==> src/rtl/thermal_pkg.sv <==
package thermal_pkg;
    localparam int TW   = 14;
    localparam int DW   = 32;
    localparam int AW   = 2;
    localparam int NCMP = 3;
    localparam logic [TW-1:0] TMAX = {TW{1'b1}};

    typedef logic [TW-1:0] temp_t;

    typedef struct packed {
        logic  enable;
        logic  disable_n_a;
        temp_t offset;
        logic  rsv;
        logic  irq_en;
        temp_t thresh;
    } cfg_t;

    typedef struct packed {
        logic [1:0] rsv1;
        temp_t      high;
        logic [1:0] rsv0;
        temp_t      low;
    } range_t;

    typedef enum logic [AW-1:0] {
        A_CFG   = 2'd0,
        A_STAT  = 2'd1,
        A_RANGE = 2'd2,
        A_NONE  = 2'd3
    } addr_e;

    function automatic temp_t sat_add(temp_t raw, temp_t off);
        logic signed [TW+1:0] s;
        s = $signed({2'b00, raw}) + $signed({{2{off[TW-1]}}, off});
        if (s < 0)
            return '0;
        else if (s > $signed({2'b00, TMAX}))
            return TMAX;
        else
            return s[TW-1:0];
    endfunction
endpackage

==> src/rtl/therm_regs.sv <==
module therm_regs
    import thermal_pkg::*;
(
    input  logic          clk,
    input  logic          rst,
    input  logic          bus_wr,
    input  logic [AW-1:0] bus_addr,
    input  logic [DW-1:0] bus_wdata,
    input  temp_t         sensor,
    input  logic          alarm_flag,
    output cfg_t          cfg_q,
    output range_t        rng_q,
    output logic [DW-1:0] bus_rdata
);
    always_ff @(posedge clk) begin
        if (rst) begin
            cfg_q <= '0;
            rng_q <= '0;
        end else if (bus_wr) begin
            if (bus_addr == A_CFG) begin
                cfg_q     <= cfg_t'(bus_wdata);
                cfg_q.rsv <= 1'b0;
            end
            if (bus_addr == A_RANGE) begin
                rng_q      <= range_t'(bus_wdata);
                rng_q.rsv0 <= '0;
                rng_q.rsv1 <= '0;
            end
        end
    end

    always_comb begin
        bus_rdata = '0;
        case (addr_e'(bus_addr))
            A_CFG:   bus_rdata = cfg_q;
            A_STAT:  bus_rdata = {15'd0, alarm_flag, 2'd0, sensor};
            A_RANGE: bus_rdata = rng_q;
            default: bus_rdata = '0;
        endcase
    end
endmodule

==> src/rtl/therm_sense.sv <==
module therm_sense
    import thermal_pkg::*;
(
    input  logic  clk,
    input  logic  rst,
    input  logic  adc_valid,
    input  temp_t adc_raw,
    input  cfg_t  cfg,
    output logic  take,
    output temp_t sens_nxt,
    output temp_t sensor_q
);
    logic active;

    assign active   = cfg.enable & ~cfg.disable_n_a;
    assign take     = adc_valid & active;
    assign sens_nxt = sat_add(adc_raw, cfg.offset);

    always_ff @(posedge clk) begin
        if (rst)
            sensor_q <= '0;
        else if (take)
            sensor_q <= sens_nxt;
    end
endmodule

==> src/rtl/therm_compare.sv <==
module therm_compare
    import thermal_pkg::*;
(
    input  logic            clk,
    input  logic            rst,
    input  logic            take,
    input  temp_t           value,
    input  cfg_t            cfg,
    input  range_t          rng,
    output logic [NCMP-1:0] flag_q,
    output logic [NCMP-1:0] irq_q
);
    logic [NCMP-1:0] cond;
    logic [NCMP-1:0] gate;

    always_comb begin
        cond[0] = value > cfg.thresh;
        cond[1] = value < rng.low;
        cond[2] = value > rng.high;
        gate    = {1'b1, 1'b1, cfg.irq_en};
    end

    for (genvar i = 0; i < NCMP; i++) begin : g_cmp
        always_ff @(posedge clk) begin
            if (rst) begin
                flag_q[i] <= 1'b0;
                irq_q[i]  <= 1'b0;
            end else begin
                irq_q[i] <= take & cond[i] & ~flag_q[i] & gate[i];
                if (take)
                    flag_q[i] <= cond[i];
            end
        end
    end
endmodule

==> src/rtl/thermal_monitor.sv <==
module thermal_monitor
    import thermal_pkg::*;
(
    input  logic          clk,
    input  logic          rst,
    input  logic          bus_wr,
    input  logic [AW-1:0] bus_addr,
    input  logic [DW-1:0] bus_wdata,
    output logic [DW-1:0] bus_rdata,
    input  logic          adc_valid,
    input  logic [TW-1:0] adc_raw,
    output logic          irq_alarm,
    output logic          irq_below,
    output logic          irq_above
);
    cfg_t            cfg_q;
    range_t          rng_q;
    logic            take;
    temp_t           sens_nxt;
    temp_t           sensor_q;
    logic [NCMP-1:0] flag_q;
    logic [NCMP-1:0] irq_q;
    logic            alarm_flag;

    assign alarm_flag = flag_q[0];
    assign irq_alarm  = irq_q[0];
    assign irq_below  = irq_q[1];
    assign irq_above  = irq_q[2];

    therm_regs u_regs (
        .clk(clk), .rst(rst), .bus_wr(bus_wr), .bus_addr(bus_addr),
        .bus_wdata(bus_wdata), .sensor(sensor_q), .alarm_flag(alarm_flag),
        .cfg_q(cfg_q), .rng_q(rng_q), .bus_rdata(bus_rdata)
    );

    therm_sense u_sense (
        .clk(clk), .rst(rst), .adc_valid(adc_valid), .adc_raw(adc_raw),
        .cfg(cfg_q), .take(take), .sens_nxt(sens_nxt), .sensor_q(sensor_q)
    );

    therm_compare u_cmp (
        .clk(clk), .rst(rst), .take(take), .value(sens_nxt),
        .cfg(cfg_q), .rng(rng_q), .flag_q(flag_q), .irq_q(irq_q)
    );
endmodule

==> config.mk <==
export PLATFORM = sky130hd
export DESIGN_NAME = thermal_monitor
export DESIGN_NICKNAME = d
export VERILOG_FILES = /design/src/rtl/thermal_pkg.sv /design/src/rtl/therm_regs.sv /design/src/rtl/therm_sense.sv /design/src/rtl/therm_compare.sv /design/src/rtl/thermal_monitor.sv
export SDC_FILE = /design/constraint.sdc
export NUM_CORES = 1
export LEC_CHECK = 0
export ABC_CLOCK_PERIOD_IN_PS = 5800
export BUFFER_PORTS_ARGS = -buffer_cell sky130_fd_sc_hd__buf_2
export CAP_MARGIN = 20
export CORE_MARGIN = 5
export CORE_UTILIZATION = 41
export DETAILED_ROUTE_END_ITERATION = 10
export HOLD_SLACK_MARGIN = 0.05
export PLACE_DENSITY = 0.64
export SYNTH_ARGS = -nofsm -noshare
export SYNTH_HDL_FRONTEND = slang
export SYNTH_SLANG_ARGS = --single-unit
==> constraint.sdc <==
create_clock -name clk -period 5.8 [get_ports clk]
set_clock_uncertainty 0.2 [all_clocks]
set_input_delay 1.16 -clock clk [delete_from_list [all_inputs] [get_ports clk]]
set_output_delay 1.16 -clock clk [all_outputs]
set_load 0.03 [all_outputs]
* Yosys cells after proc, flatten, opt, wreduce, memory -nomap -nowiden
Cells that the tools add are included. Widths: inputs -> output; s select.
Storage, ports and cells: output and inout port bits 35, register bits after elaboration 79
Operators by class: add/sub/neg operators 1, bitwise logic cells 13, muxes and demuxes 3, eq/ne operators 2, reduce and logical (&&, ||, !) cells 3, magnitude comparators 5
Operator list (number):
- $pmux 32 s3 | 1
- $gt 14x14->1 | 2
- $mux 14 | 2
- $add 15x14->16 | 1
- $gt 16x15->1 const B | 1
- $lt 16x1->1 const B | 1
- $lt 14x14->1 | 1
- $and 1x1->1 | 9
- $not 1->1 | 4
- $reduce_and 2->1 | 2
- $eq 2x1->1 const B | 1
- $eq 2x2->1 const B | 1
- $logic_not 2->1 | 1

* Depth between registers and ports, before layout
depth in word-level cells 8, depth in mapped cells 21, gate-level depth less buffers 20

* Cells and area by module
From an unflattened synthesis, not the netlist that was laid out.
Second synthesis, totals: cell total of the unflattened synthesis 671, area total of the unflattened synthesis 5810.6 µm²
Modules (own cells, without submodules):
- therm_regs | times used 1, cells each 306, area an instance 3061.7 µm²
- therm_sense | times used 1, cells each 201, area an instance 1498.9 µm²
- therm_compare | times used 1, cells each 164, area an instance 1249.9 µm²

* Worst setup path after synthesis
OpenSTA, ideal clock, no wires.
kind input to register, start point input adc_raw[0], end point register u_cmp.flag_q[2], required time 5473 ps, path buffers 1, cell stages on the path 21, arrival 4897 ps, library setup time 127 ps, path slack 576 ps, path through ha_1 -> inv_1 -> fa_1 -> and2b_1 -> o2111ai_2 -> a21oi_2 -> o211ai_2 -> and4_4 -> or2_1 -> buf_4 -> o21a_1 -> ha_1 -> a21o_1 -> a21o_1 -> a21oi_1 -> o21ai_0 -> a21o_1 -> a21oi_1 -> o311ai_2 -> a21oi_1 -> o31ai_1
Between the ends: cells in the longest elaborated chain, start to end 5, elaborated cells between the ends (all ways) 6, classes of those cells add/sub (1); order compare (3); mux (2)
RTL lines:
- start: declaration | RTL line thermal_monitor.sv:11 | input logic [TW-1:0] adc_raw,
- $add 15x14->16 * | RTL line thermal_pkg.sv:35 | s = $signed({2'b00, raw}) + $signed({{2{off[TW-1]}}, off});
- $gt 16x15->1 | RTL line thermal_pkg.sv:38 | else if (s > $signed({2'b00, TMAX}))
- $mux 14 | RTL line thermal_pkg.sv:38
- $mux 14 * | RTL line thermal_pkg.sv:36 | if (s < 0)
- via sens_nxt[7] | RTL line thermal_monitor.sv:19 | temp_t sens_nxt;
- $gt 14x14->1 * | RTL line therm_compare.sv:19 | cond[2] = value > rng.high;
- end signal: indexed assignment | RTL line therm_compare.sv:31 | flag_q[i] <= cond[i];
- end: declaration | RTL line therm_compare.sv:10 | output logic [NCMP-1:0] flag_q,
Mark *: on every way through the listed nets, which the timed path passes. The rest lies on a longest branch. A chain may end at the register's enable or synchronous reset.

* Worst setup path in the final report
start point input adc_raw[0], end point register u_cmp.flag_q[0]
Between the ends: cells in the longest elaborated chain, start to end 5, elaborated cells between the ends (all ways) 6, classes of those cells add/sub (1); order compare (3); mux (2)
RTL lines:
- $add 15x14->16 * | RTL line thermal_pkg.sv:35
- $gt 16x15->1 | RTL line thermal_pkg.sv:38
- $mux 14 | RTL line thermal_pkg.sv:38
- $mux 14 * | RTL line thermal_pkg.sv:36
- via sens_nxt[7] | RTL line thermal_monitor.sv:19
- $gt 14x14->1 * | RTL line therm_compare.sv:17 | cond[0] = value > cfg.thresh;
Marks and branches as above.

==> results.json <==
{
  "portBuffers": 84,
  "place.gp.congestion": 0.898,
  "final-instance-count-excl-fill": 933,
  "netSwitchingFraction_pct": 29.8,
  "min_delay_path_depth": 1,
  "pin_count": 87,
  "synth-edff-count": 0,
  "cts_resized": 0,
  "fp.dieH_um": 124,
  "num_rows": 41,
  "register_to_register_path_depth": 20,
  "synthToLayoutAreaGrowth_pct": 15.9,
  "coreArea_um2": 12700,
  "max_freq_mhz": 187,
  "timing.critical_path.to_type": "register",
  "buffers_inserted_by_post_cts_timing_repair": 0,
  "dp_slack_ns": 0.112,
  "min_period_ns": 5.35,
  "power_switching_w": 0.000445,
  "synth-main-ff-cell": "dfxtp_1",
  "pwr_density_cell_nw_per_um2": 240,
  "clk_path_buf_depth": 2,
  "max_slew.worst_pin.slew_ns": 0.891,
  "worstHoldStart": "u_cmp.flag_q[1]",
  "required_ns": 5.82,
  "grt_util_overall_pct": 20.0,
  "share_of_power_burned_in_the_clock_network_pct": 39.0,
  "root_buffer": "clkbuf_16",
  "cts_tree": "built",
  "chipWidth_um": 124,
  "yosys_warnings": 0,
  "netlist_area_um2": 5360,
  "syn_avg_cell_area_um2": 7.80,
  "first_global_vias": 4865,
  "rsz0062_at_grt": "false",
  "power_leakage_nw": 2.57,
  "syn_nets": 791,
  "ys_seq_elements": 79,
  "async_flop_share_pct": 0,
  "worst_hold_path.endpoint": "u_cmp.irq_q[1]",
  "drc": 0,
  "crit_type": "in -> reg",
  "setup_total_negative_slack_ns": 0,
  "drt_pass1_iterations": 5,
  "clkLatencyLatePin_ns": 0.34,
  "finalCritPeriodShare_pct": 92.2,
  "detailedPlacementHpwl_mm": 11.7,
  "setup_viol": 0,
  "final-hold-violation-count": 0,
  "ir_drop_v": 0.000123,
  "initialDrtViolationCount": 354,
  "postRouteAntennaNets": 0,
  "instance_count_after_placement_with_tap_cells_included": 917,
  "max_cap_violations": 0,
  "critical_path_arrival_ns": 5.37,
  "hold_class": "reg -> reg",
  "layout-drive-gt1-share_pct": 17.6,
  "cts_inserted_buffers": 9,
  "final_net_count": 860,
  "fp.dieArea_um2": 15500,
  "cts_htree_levels": 3,
  "netlist_instances": 687,
  "outcome": "finished clean",
  "worst_setup_path_start_kind": "primary input",
  "grt_pass1_wl_mm": 25.3,
  "clkSinkCount": 79,
  "routed-via-count": 4969,
  "setup.reg_to_reg.worst_slack_ns": 0.96,
  "timing.final.ws_setup_ns": 0.453,
  "worst_setup_hold_path_clk_slew_ns": 0.06,
  "dr_wl_cell_um": 16.7,
  "antenna_found_initial": 0,
  "fillerInstances": 1306,
  "final_max_slew_viol_count": 0,
  "grt_remaining_overflow": 0,
  "postRouteWirelength_mm": 15.6,
  "post_synth_num_cell_types": 70,
  "cts_hold_buffers": 0,
  "rr_startpoint": "u_regs.cfg_q[16]",
  "critical_path.reg2reg.endpoint": "u_cmp.flag_q[0]",
  "p_int_w": 0.00105,
  "viasPerCell": 5.33,
  "share_seq_of_total_power_pct": 38.4,
  "maximum_fanout_count_along_the_critical_path": 6,
  "relSlewSlack_pct": 40.6,
  "antenna_cells_inserted": 0,
  "power.combinational.fraction_pct": 22.6,
  "grt_start_max_net_pins": 76,
  "synth-seq-area-share_pct": 29.5,
  "start_util_pct": 42.1
}
## power by group through the flow
stage / Combinational, W / Sequential (W) / Clock [W]
5_1_grt: 0.000374 / 0.000575 / 0.000607
2_1_floorplan: 0.000238 / 0.000579 / 0
4_1_cts: 0.000336 / 0.000573 / 0.000586
6_report: 0.000338 / 0.000573 / 0.000583
3_5_place_dp: 0.000333 / 0.000585 / 0
3_3_place_gp: 0.000324 / 0.000584 / 0
## cells in the final DEF, fill, tap and decap left out, drive strengths merged, types with 4 or more instances in the layout
master,count
a21oi,89
o21a,10
and3,4
xor2,6
nand4,10
buf,94
nor2,31
mux2i,35
nor3,4
clkbuf,14
dfxtp,79
and2,6
nand3,4
a211oi,6
a21o,13
xnor2,15
o21ai,30
nand2b,4
inv,50
ha,51
nand2,155
nor2b,5
## final cells by class
cell class	count	area (µm²)	area share (%)
inverters	50	188	3.02
well taps	172	215	3.46
clock inverters	2	38.8	0.624
flip-flops and latches	79	1580	25.5
clock buffers	14	264	4.25
repair buffers	94	495	7.98
multi-input cells	522	3430	55.2
## state kept, by name, indices dropped and copies added (netlist names)
signal / cells
u_regs.rng_q: 28
u_sense.sensor_q: 14
u_regs.cfg_q: 31
u_cmp.flag_q: 3
u_cmp.irq_q: 3
## worst max-delay path by stage
stage                    start         endpoint  slack (ns)  cells after the start
floorplan           adc_raw[0]  u_cmp.flag_q[2]        0.58                     21
global placement    adc_raw[0]   u_cmp.irq_q[0]        0.19                     21
detailed placement  adc_raw[0]  u_cmp.flag_q[0]        0.11                     21
CTS                 adc_raw[0]  u_cmp.flag_q[0]        0.47                     21
global route        adc_raw[0]  u_cmp.flag_q[0]        0.09                     21
finish              adc_raw[0]  u_cmp.flag_q[0]        0.45                     21
## metrics by stage
step	cell area (µm²)	hold WS, ns	total power [W]	util, %
floorplan	5360	0.210	0.000817	-
global placement	5910	0.236	0.000908	46.4
detailed placement	5910	0.240	0.000918	46.4
CTS	6210	0.255	0.00150	48.8
global route	6210	0.282	0.00156	48.8
finish	6210	0.255	0.00149	48.8
## kinds of logic (layout without fill, tap and decap cells)
logic type               after synthesis  after routing  synth area share, %
adder cells (fa/ha/maj)               53             53                 12.5
AND/OR/NAND/NOR                      237            237                 19.7
multiplexers                          36             36                 6.75
other                                  1              1               0.0700
buffers and inverters                 86            160                 6.51
AO/OA/AOI/OAI                        174            174                 21.2
flip-flops                            79             79                 29.5
XOR/XNOR                              21             21                 3.78
## layer usage
metal	vias to the layer above	wire (µm)	GRT usage [%]
met1	2331	7550	27.6
met3	17	659	3.00
li1	2483	-	-
met4	0	222	5.03
met5	-	0	0
met2	138	7150	32.6
## worst max-delay path, stage by stage
cell and delay [ns]:
buf_2 0.08, ha_1 0.21, inv_1 0.07, fa_1 0.43
and2b_1 0.25, o2111ai_2 0.13, a21oi_2 0.22, o211ai_2 0.16
a211oi_2 0.34, or2_1 0.26, o21a_1 0.29, ha_1 0.29
a21o_1 0.18, a21oi_1 0.15, nor2b_1 0.06, o21ai_0 0.14
nand2b_1 0.10, a211oi_1 0.22, o21ai_0 0.13, a311oi_1 0.40
o21ai_1 0.10
## cell usage after synthesis, types with 5 or more instances
cell type | count | area share, %
nor2_1 | 31 | 2.2
xnor2_1 | 14 | 2.3
o21a_1 | 10 | 1.4
a21oi_1 | 85 | 7.9
and2_1 | 6 | 0.70
xor2_1 | 6 | 0.98
ha_1 | 51 | 12
nand4_1 | 10 | 1.2
inv_1 | 50 | 3.5
nand2_1 | 155 | 11
o21ai_0 | 25 | 2.3
clkbuf_1 | 29 | 2.0
dfxtp_1 | 79 | 30
mux2i_1 | 35 | 6.5
nor2b_1 | 5 | 0.58
a21o_1 | 12 | 1.7
No activity file was read; power rests on OpenSTA's default activity.
